### src/rtl/gapcopy_pkg.sv
package gapcopy_pkg;

   typedef enum logic [2:0] {
      RA_CTRL  = 3'd0,
      RA_KICK  = 3'd1,
      RA_STAT  = 3'd2,
      RA_SRC   = 3'd3,
      RA_DST   = 3'd4,
      RA_COUNT = 3'd5,
      RA_SGEOM = 3'd6,
      RA_DGEOM = 3'd7
   } reg_idx_e;

   typedef struct packed {
      logic [15:0] gap;
      logic [15:0] width;
   } geom_t;

   localparam int unsigned MODE_BIT = 3;
   localparam int unsigned ST_BUSY  = 0;
   localparam int unsigned ST_DONE  = 1;
   localparam int unsigned NUM_SIDES = 2;

endpackage

### src/rtl/gapcopy_walker.sv
module gapcopy_walker
   import gapcopy_pkg::*;
#(
   parameter int unsigned ADDR_W     = 32,
   parameter int unsigned BEAT_BYTES = 16
) (
   input  logic              clk,
   input  logic              rst_n,
   input  logic              load,
   input  logic [ADDR_W-4:0] base_word,
   input  geom_t             geom,
   input  logic              step,
   output logic [ADDR_W-1:0] ptr,
   output logic              width_zero
);

   localparam int unsigned OFF_W = $clog2(BEAT_BYTES);
   localparam logic [ADDR_W-1:0] ALIGN_MASK = ~ADDR_W'(BEAT_BYTES - 1);
   localparam logic [ADDR_W-1:0] BEAT_STEP  = ADDR_W'(BEAT_BYTES);

   logic [ADDR_W-1:0] ptr_q;
   logic [15:0]       left_q;
   logic [15:0]       width_q;
   logic [15:0]       gap_q;
   logic [ADDR_W-1:0] start_addr;
   logic [ADDR_W-1:0] row_skip;
   logic              row_end;

   assign start_addr = {base_word, 3'b000} & ALIGN_MASK;
   assign row_skip   = ADDR_W'({1'b0, gap_q} + 17'd1) << OFF_W;
   assign row_end    = (left_q == 16'd1);

   always_ff @(posedge clk or negedge rst_n) begin
      if (!rst_n) begin
         ptr_q   <= '0;
         left_q  <= '0;
         width_q <= '0;
         gap_q   <= '0;
      end else if (load) begin
         ptr_q   <= start_addr;
         left_q  <= geom.width;
         width_q <= geom.width;
         gap_q   <= geom.gap;
      end else if (step) begin
         if (row_end) begin
            ptr_q  <= ptr_q + row_skip;
            left_q <= width_q;
         end else begin
            ptr_q  <= ptr_q + BEAT_STEP;
            left_q <= left_q - 16'd1;
         end
      end
   end

   assign ptr        = ptr_q;
   assign width_zero = (width_q == 16'd0);

   // the row counter never exceeds the row width
   p_left_bounded_r3: assert property (@(posedge clk) disable iff (!rst_n)
      left_q <= width_q);

   // a loaded pointer sits on a beat boundary
   p_ptr_aligned_r2: assert property (@(posedge clk) disable iff (!rst_n)
      load |=> (ptr_q[OFF_W-1:0] == '0));

   // inside a row the pointer advances by exactly one beat
   p_in_row_step_r3: assert property (@(posedge clk) disable iff (!rst_n)
      (step && !load && !row_end) |=> (ptr_q == $past(ptr_q) + BEAT_STEP));

endmodule

### src/rtl/gapcopy_seq.sv
module gapcopy_seq #(
   parameter int unsigned CNT_W = 28
) (
   input  logic             clk,
   input  logic             rst_n,
   input  logic             start,
   input  logic [CNT_W-1:0] count_beats,
   input  logic             in_zero,
   input  logic             out_zero,
   output logic             busy,
   output logic             beat,
   output logic             finish,
   output logic             irq
);

   logic             busy_q;
   logic             irq_q;
   logic [CNT_W-1:0] remain_q;

   assign beat   = busy_q && (remain_q != '0) && !in_zero && !out_zero;
   assign finish = busy_q && !beat;

   always_ff @(posedge clk or negedge rst_n) begin
      if (!rst_n) begin
         busy_q   <= 1'b0;
         irq_q    <= 1'b0;
         remain_q <= '0;
      end else begin
         irq_q <= finish;
         if (start) begin
            busy_q   <= 1'b1;
            remain_q <= count_beats;
         end else if (beat) begin
            remain_q <= remain_q - CNT_W'(1);
         end else if (busy_q) begin
            busy_q <= 1'b0;
         end
      end
   end

   assign busy = busy_q;
   assign irq  = irq_q;

   // completion pulse lasts a single cycle
   p_irq_pulse_r8: assert property (@(posedge clk) disable iff (!rst_n)
      irq_q |=> !irq_q);

   // busy only drops together with the completion pulse
   p_busy_fall_irq_r8: assert property (@(posedge clk) disable iff (!rst_n)
      $fell(busy_q) |-> irq_q);

   // every moved beat consumes exactly one unit of the count
   p_count_down_r4: assert property (@(posedge clk) disable iff (!rst_n)
      beat |=> (remain_q == $past(remain_q) - CNT_W'(1)));

   // beats only move while busy
   p_beat_busy_r11: assert property (@(posedge clk) disable iff (!rst_n)
      beat |-> busy_q);

endmodule

### src/rtl/gapcopy_regs.sv
module gapcopy_regs
   import gapcopy_pkg::*;
#(
   parameter int unsigned ADDR_W = 32,
   parameter int unsigned OFF_W  = 4,
   parameter int unsigned CNT_W  = 28
) (
   input  logic              clk,
   input  logic              rst_n,
   input  logic              reg_we,
   input  logic [2:0]        reg_addr,
   input  logic [31:0]       reg_wdata,
   output logic [31:0]       reg_rdata,
   input  logic              busy,
   input  logic              finish,
   output logic              start,
   output logic [ADDR_W-4:0] src_base,
   output logic [ADDR_W-4:0] dst_base,
   output logic [CNT_W-1:0]  count_beats,
   output geom_t             src_geom,
   output geom_t             dst_geom
);

   logic [31:0]       ctrl_q;
   logic [ADDR_W-4:0] src_q;
   logic [ADDR_W-4:0] dst_q;
   logic [31:0]       count_q;
   geom_t             sgeom_q;
   geom_t             dgeom_q;
   logic              done_q;
   logic              cfg_we;
   logic              done_clr;

   assign cfg_we   = reg_we && !busy;
   assign done_clr = reg_we && (reg_addr == RA_STAT) && reg_wdata[ST_DONE];
   assign start    = cfg_we && (reg_addr == RA_KICK) && reg_wdata[0] && ctrl_q[MODE_BIT];

   always_ff @(posedge clk or negedge rst_n) begin
      if (!rst_n) begin
         ctrl_q  <= '0;
         src_q   <= '0;
         dst_q   <= '0;
         count_q <= '0;
         sgeom_q <= '0;
         dgeom_q <= '0;
      end else if (cfg_we) begin
         case (reg_addr)
            RA_CTRL:  ctrl_q  <= reg_wdata;
            RA_SRC:   src_q   <= reg_wdata[ADDR_W-4:0];
            RA_DST:   dst_q   <= reg_wdata[ADDR_W-4:0];
            RA_COUNT: count_q <= reg_wdata;
            RA_SGEOM: sgeom_q <= reg_wdata;
            RA_DGEOM: dgeom_q <= reg_wdata;
            default:  ;
         endcase
      end
   end

   always_ff @(posedge clk or negedge rst_n) begin
      if (!rst_n)        done_q <= 1'b0;
      else if (finish)   done_q <= 1'b1;
      else if (done_clr) done_q <= 1'b0;
   end

   always_comb begin
      case (reg_addr)
         RA_CTRL:  reg_rdata = ctrl_q;
         RA_STAT:  reg_rdata = {30'd0, done_q, busy};
         RA_SRC:   reg_rdata = 32'(src_q);
         RA_DST:   reg_rdata = 32'(dst_q);
         RA_COUNT: reg_rdata = count_q;
         RA_SGEOM: reg_rdata = sgeom_q;
         RA_DGEOM: reg_rdata = dgeom_q;
         default:  reg_rdata = '0;
      endcase
   end

   assign src_base    = src_q;
   assign dst_base    = dst_q;
   assign count_beats = count_q[31:OFF_W];
   assign src_geom    = sgeom_q;
   assign dst_geom    = dgeom_q;

   // configuration is frozen while a transfer runs
   p_cfg_frozen_r7: assert property (@(posedge clk) disable iff (!rst_n)
      busy |=> ($stable(src_q) && $stable(dst_q) && $stable(count_q)
                && $stable(sgeom_q) && $stable(dgeom_q) && $stable(ctrl_q)));

   // no restart while busy
   p_no_restart_r7: assert property (@(posedge clk) disable iff (!rst_n)
      busy |-> !start);

   // completion always leaves done set, even against a clear
   p_done_set_r9: assert property (@(posedge clk) disable iff (!rst_n)
      finish |=> done_q);

endmodule

### src/rtl/gapcopy_engine.sv
module gapcopy_engine
   import gapcopy_pkg::*;
#(
   parameter int unsigned ADDR_W     = 32,
   parameter int unsigned BEAT_BYTES = 16
) (
   input  logic                    clk,
   input  logic                    rst_n,
   input  logic                    reg_we,
   input  logic [2:0]              reg_addr,
   input  logic [31:0]             reg_wdata,
   output logic [31:0]             reg_rdata,
   output logic                    irq,
   output logic                    mem_rd_en,
   output logic [ADDR_W-1:0]       mem_rd_addr,
   input  logic [8*BEAT_BYTES-1:0] mem_rd_data,
   output logic                    mem_wr_en,
   output logic [ADDR_W-1:0]       mem_wr_addr,
   output logic [8*BEAT_BYTES-1:0] mem_wr_data
);

   localparam int unsigned OFF_W = $clog2(BEAT_BYTES);
   localparam int unsigned CNT_W = 32 - OFF_W;

   if (BEAT_BYTES < 8 || (BEAT_BYTES & (BEAT_BYTES - 1)) != 0) begin : g_bad_beat
      $error("BEAT_BYTES must be a power of two of at least 8");
   end
   if (ADDR_W < 8 || ADDR_W > 35) begin : g_bad_addr
      $error("ADDR_W must lie between 8 and 35");
   end

   logic              start;
   logic              busy;
   logic              beat;
   logic              finish;
   logic [CNT_W-1:0]  count_beats;
   logic [ADDR_W-4:0] base_w  [NUM_SIDES];
   geom_t             geom_w  [NUM_SIDES];
   logic [ADDR_W-1:0] ptr_w   [NUM_SIDES];
   logic              zero_w  [NUM_SIDES];

   gapcopy_regs #(
      .ADDR_W (ADDR_W),
      .OFF_W  (OFF_W),
      .CNT_W  (CNT_W)
   ) u_regs (
      .clk         (clk),
      .rst_n       (rst_n),
      .reg_we      (reg_we),
      .reg_addr    (reg_addr),
      .reg_wdata   (reg_wdata),
      .reg_rdata   (reg_rdata),
      .busy        (busy),
      .finish      (finish),
      .start       (start),
      .src_base    (base_w[0]),
      .dst_base    (base_w[1]),
      .count_beats (count_beats),
      .src_geom    (geom_w[0]),
      .dst_geom    (geom_w[1])
   );

   for (genvar s = 0; s < NUM_SIDES; s++) begin : g_side
      gapcopy_walker #(
         .ADDR_W     (ADDR_W),
         .BEAT_BYTES (BEAT_BYTES)
      ) u_walk (
         .clk        (clk),
         .rst_n      (rst_n),
         .load       (start),
         .base_word  (base_w[s]),
         .geom       (geom_w[s]),
         .step       (beat),
         .ptr        (ptr_w[s]),
         .width_zero (zero_w[s])
      );
   end

   gapcopy_seq #(
      .CNT_W (CNT_W)
   ) u_seq (
      .clk         (clk),
      .rst_n       (rst_n),
      .start       (start),
      .count_beats (count_beats),
      .in_zero     (zero_w[0]),
      .out_zero    (zero_w[1]),
      .busy        (busy),
      .beat        (beat),
      .finish      (finish),
      .irq         (irq)
   );

   assign mem_rd_en   = beat;
   assign mem_rd_addr = ptr_w[0];
   assign mem_wr_en   = beat;
   assign mem_wr_addr = ptr_w[1];
   assign mem_wr_data = mem_rd_data;

   // a zero-width side never produces a memory write
   p_zero_width_idle_r10: assert property (@(posedge clk) disable iff (!rst_n)
      (busy && (zero_w[0] || zero_w[1])) |-> !mem_wr_en);

   // no memory traffic outside a transfer
   p_idle_quiet_r1: assert property (@(posedge clk) disable iff (!rst_n)
      !busy |-> (!mem_wr_en && !mem_rd_en));

endmodule

### config.mk
export PLATFORM = sky130hd
export DESIGN_NAME = gapcopy_engine
export DESIGN_NICKNAME = d
export VERILOG_FILES = /design/src/rtl/gapcopy_pkg.sv /design/src/rtl/gapcopy_walker.sv /design/src/rtl/gapcopy_seq.sv /design/src/rtl/gapcopy_regs.sv /design/src/rtl/gapcopy_engine.sv
export SDC_FILE = /design/constraint.sdc
export NUM_CORES = 1
export LEC_CHECK = 0
export ABC_AREA = 1
export BUFFER_PORTS_ARGS = -buffer_cell sky130_fd_sc_hd__buf_2
export CORE_ASPECT_RATIO = 0.6
export CORE_MARGIN = 5
export CORE_UTILIZATION = 25
export CTS_CLUSTER_SIZE = 12
export DETAILED_ROUTE_END_ITERATION = 6
export GPL_TIMING_DRIVEN = 0
export PLACE_DENSITY = 0.48
export SETUP_SLACK_MARGIN = 0.15
export SYNTH_ARGS = -nofsm -noshare
export SYNTH_HDL_FRONTEND = slang
export SYNTH_HIERARCHICAL = 1
export SYNTH_SLANG_ARGS = --single-unit
### constraint.sdc
create_clock -name clk -period 2.9 [get_ports clk]
set_clock_uncertainty 0.1 [all_clocks]
set_input_delay 0.145 -clock clk [delete_from_list [all_inputs] [get_ports clk]]
set_output_delay 0.145 -clock clk [all_outputs]
set_load 0.05 [all_outputs]
* Word-level counts from Yosys, hierarchy flattened *
Cells that the tools add are included.

operators by class
  reductions and logical operators = 26
  equality and inequality tests = 10
  mux-type cells = 19
  add/sub/neg operators = 9

operators with widths
  operator               number
  $pmux 32 s7            1
  $mux 32                6
  $mux 16                6
  $add 32x32->32         2
  $add 32x5->32 const B  2
  $mux 28                2
  $add 16x1->17 const B  2
  $eq 16x1->1 const B    2
  $logic_not 16->1       2
  $sub 16x1->16 const B  2
  $reduce_bool 28->1     1
  $sub 28x1->28 const B  1
  $eq 3x3->1 const B     4
  $reduce_and 2->1       6
  $logic_and 1x1->1      10
  $eq 3x2->1 const B     2
  $logic_not 1->1        4
  $mux 1                 4
  $reduce_bool 2->1      2
  $eq 3x1->1 const B     1
  $logic_not 3->1        1
  $ne 2x2->1 const B     1

word-level totals
  register bits after elaboration = 377
  logic and storage cells = 84
  output and inout bits = 227
  input bits = 166

* Logic depth before layout (Yosys ltp) *
  depth in word-level cells = 7
  depth in mapped cells = 24
  depth with buffers taken out = 24

* By module *
The synthesis kept the hierarchy.

modules (own cells, without submodules)
  module                             seq. area each (um2)  times used  area an instance (um2)  cells an instance
  gapcopy_regs                       4,679.5               1           9,425.3                 1,237
  gapcopy_walker (g_side[0].u_walk)  1,901.8               1           5,839.4                 876
  gapcopy_walker (g_side[1].u_walk)  1,901.8               1           5,709.2                 874
  gapcopy_seq                        750.7                 1           2,124.5                 329
  gapcopy_engine                     0.0                   1           968.4                   129

* Least setup slack after synthesis *
Ideal clock, no wire load.

  path kind = reg2reg
  start point = register g_side[1].u_walk.left_q[1]
  end point = register g_side[1].u_walk.ptr_q[16]
  arrival = 2.508 ns
  cell stages (with the launch flop) = 22
  required time = 2.677 ns
  slack = 0.169 ns
  period minus slack after synthesis = 2.731 ns
  setup time = 0.123 ns
  buffers on the path = 1
  cell sequence = dfrtp_1 inv_1 ha_1 nand3_1 nor2_4 nand3_4 clkinv_2 buf_6 nand2_1 ha_1 inv_1 fa_1 inv_1 nand3_1 nand2_1 nand2_1 nand2_1 nand2_1 nand2_1 a21oi_1 o21ai_0 nand2_1

between the ends
  cells in the longest elaborated chain, start to end = 4

RTL lines
  what                    line                  source
  start, declared         gapcopy_walker.sv:22  logic [15:0] left_q;
  start signal, assigned  gapcopy_walker.sv:41  left_q <= geom.width;
  start signal, assigned  gapcopy_walker.sv:47  left_q <= width_q;
  start signal, assigned  gapcopy_walker.sv:50  left_q <= left_q - 16'd1;
  $eq 16x1->1             gapcopy_walker.sv:31  assign row_end = (left_q == 16'd1);
  $mux 32                 gapcopy_walker.sv:45  if (row_end) begin
  $mux 32                 gapcopy_walker.sv:44  end else if (step) begin
  $mux 32                 gapcopy_walker.sv:39  end else if (load) begin
  end signal, assigned    gapcopy_walker.sv:40  ptr_q <= start_addr;
  end signal, assigned    gapcopy_walker.sv:46  ptr_q <= ptr_q + row_skip;
  end signal, assigned    gapcopy_walker.sv:49  ptr_q <= ptr_q + BEAT_STEP;
  end, declared           gapcopy_walker.sv:21  logic [ADDR_W-1:0] ptr_q;

No other way between the ends. The select of a mux whose other input is x is not followed.
A chain may end at the register's enable or synchronous reset.

* Final worst setup path *
  start point = register g_side[1].u_walk.gap_q[2]
  end point = register g_side[1].u_walk.ptr_q[31]

between the ends
  cells in the longest elaborated chain, start to end = 5

RTL lines
  what                    line                  source
  start, declared         gapcopy_walker.sv:24  logic [15:0] gap_q;
  start signal, assigned  gapcopy_walker.sv:43  gap_q <= geom.gap;
  $add 16x1->17           gapcopy_walker.sv:30  assign row_skip = ADDR_W'({1'b0, gap_q} + 17'd1) << OFF_W;
  $add 32x32->32          gapcopy_walker.sv:46
  $mux 32                 gapcopy_walker.sv:45
  $mux 32                 gapcopy_walker.sv:44
  $mux 32                 gapcopy_walker.sv:39

No other way between the ends. The select of a mux whose other input is x is not followed.

==> metrics <==
status finished, violations left; failing checks setup timing; crit path DAT between 3 and 4 ns; Pint 14.3 mW; DP Worst Slack -0.863 ns; Logic pwr share 0.418; die area 103000 um2; Slowest cell on crit path dfrtp_1; Peak Freq ~340 MHz; layout cell share with drive strength beyond 1 0.308; clk sinks 369; Max-cap violations 0; 1st-pass router iterations 6; Routed Wire Length 114 mm; H-tree levels 2; Setup crit end kind flop; Worst-path clk slew 0.06 ns; worst hold path class input port to async pin; Synth cell types 51; die height 250 um; Root Driver clkbuf_16; Crit path required time between 3 and 4 ns; grt total ovfl 0; FF-to-FF Start g_side[1].u_walk/gap_q[2]; yosys warns 6; Overall Power between 20 and 30 mW; Layout area overhead 35.1%; register area share after synthesis 0.384; Worst R2R End g_side[1].u_walk/ptr[31]; Max FO, Critical Path 5; Seq pwr share 0.349; crit-path cells nand3_4, nor3_4, nand3_4, nor2_4, nand3_4, o21ai_2, nor2_2, ha_4, nand2_4, nor2_4, nand2_2, nor3b_2, nand2_2, nand2_1, nand2_1, nand3_2, nand2_1; Reg2Reg Depth 17; Initial DRC Count 2936; power density over the cells 818 nW/um2; routed wl met3 12.6 mm; Mean Syn Cell Area 6.99 um2; sw power 12.3 mW; post-synthesis instance area between 20000 and 25000 um2; post-layout util 0.339; switching part of the total 0.463; Period minus WS final 2.93 ns; CP max stage delay 0.52 ns; initial antenna violation count 6; Async S/R FF share, synth 1.00; wire per inst between 20 and 25 um; Hold Vio Cnt, Final 0; Leakage Power 16.4 nW; reg-to-reg slack, setup -0.03 ns; met1 wire length 54.7 mm; most common cell after layout, fill and taps aside nand2_1; Worst Setup Start Kind flop; nets@finish 4119; crit path to g_side[1].u_walk/ptr[31]; first-pass GRT wire length 162 mm; DP HPWL 87.4 mm; Max Used Layer met5; routed wire length on met2 44.2 mm; # DRC 0; placed cell count 4969; GP Congestion between 0.9 and 1; TritonCTS clock tree yes; number of global-route vias before repair 23222; largest net degree at the start of global routing approximately 110; setup_tns -0.0378 ns; Final Slew Violations 0; io pins 393; # setup viols final 2; clock buffer depth 3; Final Non-Filler Cells 5209; Routed Antenna Nets 0; fin crit share 1.01; most frequent cells in the layout nand2_1 (989), dfrtp_1 (365), buf_2 (293); Placement Rows 88; Cell Area, Placed 27000 um2; CTS Buf Count 43; Post-synth EDFFs 0; Fin Hold WS 0.0373 ns; Vias 25472; Main synth FF type dfrtp_1; CP Class flop to flop; Clk Latency, worst-skew pair 0.62 ns; RSZ-0062 raised after global routing true; Non-Filler Cell Area, Final approximately 33000 um2; starting density of the core 0.251; CP Launch Point g_side[1].u_walk/gap_q[2]; Syn Inst Count between 3000 and 4000; Final WS setup -0.0272 ns; VDD IR max around 0.42 mV; Core ar. 95800 um2; GR Util All Layers 0.210; worst-margin pin slew ~1 ns; Slew HR 0.352; DR vias/cell 4.89; Port Buf Inserts 254; Clk pwr share 0.233; #FFs+latches synth 369; Die Wd just over 400 um
[routing by layer]
layer | track usage | up-vias
met5 | 0 | -
met4 | 0.0412 | 2
met3 | 0.0644 | 126
met2 | 0.276 | 1157
met1 | 0.331 | 12285
li1 | - | 11902
[cells in the mapped netlist, types with 4 or more instances]
master | number | share of area
a21boi_0 | 6 | 0.0019
a21oi_1 | 52 | 0.011
a21oi_2 | 5 | 0.0018
a22oi_1 | 43 | 0.013
a31oi_1 | 4 | 0.0010
and2_1 | 4 | 0.0010
buf_1 | 11 | 0.0017
buf_2 | 53 | 0.011
buf_4 | 172 | 0.054
buf_6 | 7 | 0.0033
clkbuf_1 | 71 | 0.011
dfrtp_1 | 369 | 0.38
ha_1 | 42 | 0.022
inv_1 | 328 | 0.051
inv_2 | 6 | 0.00094
nand2_1 | 1168 | 0.18
nand2_2 | 11 | 0.0029
nand3_1 | 246 | 0.051
nand3_2 | 13 | 0.0054
nand3b_1 | 13 | 0.0041
nand4_1 | 111 | 0.029
nor2_1 | 234 | 0.036
nor2_2 | 18 | 0.0047
nor2_4 | 17 | 0.0080
nor3_1 | 20 | 0.0042
nor3_2 | 4 | 0.0017
nor4_1 | 4 | 0.0010
o211ai_1 | 17 | 0.0053
o21ai_0 | 240 | 0.050
o21ai_1 | 79 | 0.016
o21bai_1 | 4 | 0.0012
xnor2_1 | 23 | 0.0084
xor2_1 | 20 | 0.0073
[cell families (layout without fill, tap and decap cells)]
logic type / Yosys count / count (layout) / share of synthesized area
simple gates: 1872 / 1872 / 0.336
fa+ha+maj: 44 / 44 / 0.0235
xor+xnor: 43 / 43 / 0.0156
other cells: 2 / 15 / 0.000312
flops: 369 / 369 / 0.384
compound gates: 459 / 459 / 0.106
buf+inv: 656 / 1147 / 0.135
[worst max-delay path: cells and delay by family (launching register included)]
kind	cells	cell delay (ns)
AO/OA/AOI/OAI	1	0.15
adder cells (fa/ha/maj)	1	0.34
flip-flops	1	0.52
AND/OR/NAND/NOR	15	1.72
[timing repair]
action	in CTS	in global routing
endpoints found under the hold margin	275	0
hold buffers	34	0
resized for setup	304	395
cloned	1	1
pin swaps	88	193
setup buffers	67	53
setup endpoints to repair	184	108
[state kept, by name, indices dropped and copies added (netlist names)]
| name | count |
|---|---|
| u_regs/ctrl_q | 32 |
| u_regs/count_q | 32 |
| g_side.u_walk/left_q | 32 |
| u_seq/busy | 1 |
| u_seq/remain_q | 28 |
| g_side.u_walk/ptr | 56 |
| g_side.u_walk/width_q | 32 |
| u_regs/src_geom | 32 |
| u_regs/done_q | 1 |
| u_regs/dst_geom | 32 |
| u_regs/src_base | 29 |
| u_seq/irq | 1 |
| g_side.u_walk/gap_q | 32 |
| u_regs/dst_base | 29 |
[how the worst min path moves through the flow]
stage | end | cells past startpoint
floorplan | g_side[0].u_walk/gap_q[0] | 0
global placement | u_regs/ctrl_q[30] | 3
detailed placement | u_seq/remain_q[7] | 1
CTS | u_regs/dst_geom[31] | 5
global route | u_regs/count_q[5] | 5
finish | u_seq/remain_q[5] | 2
[area by class of cell]
class	count	area (um2)
fill	10271	63300
multi-input combinational	2426	13900
sequential	369	9240
timing repair buffer	414	2800
buffer	315	2090
tap	1260	1580
inverter	340	1320
clock buffer	60	1260
clock inverter	18	313
antenna	7	17.5
[power groups by stage]
stage / clock network, mW / registers, mW / logic (mW)
2_1_floorplan: 0 / 8.73 / 6.22
3_3_place_gp: 0 / 9.16 / 9.46
3_5_place_dp: 0 / 9.15 / 9.54
4_1_cts: 6.31 / 9.12 / 10.3
5_1_grt: 6.49 / 9.44 / 12.1
6_report: 6.19 / 9.27 / 11.1
Power figures use the tool's default switching activity.
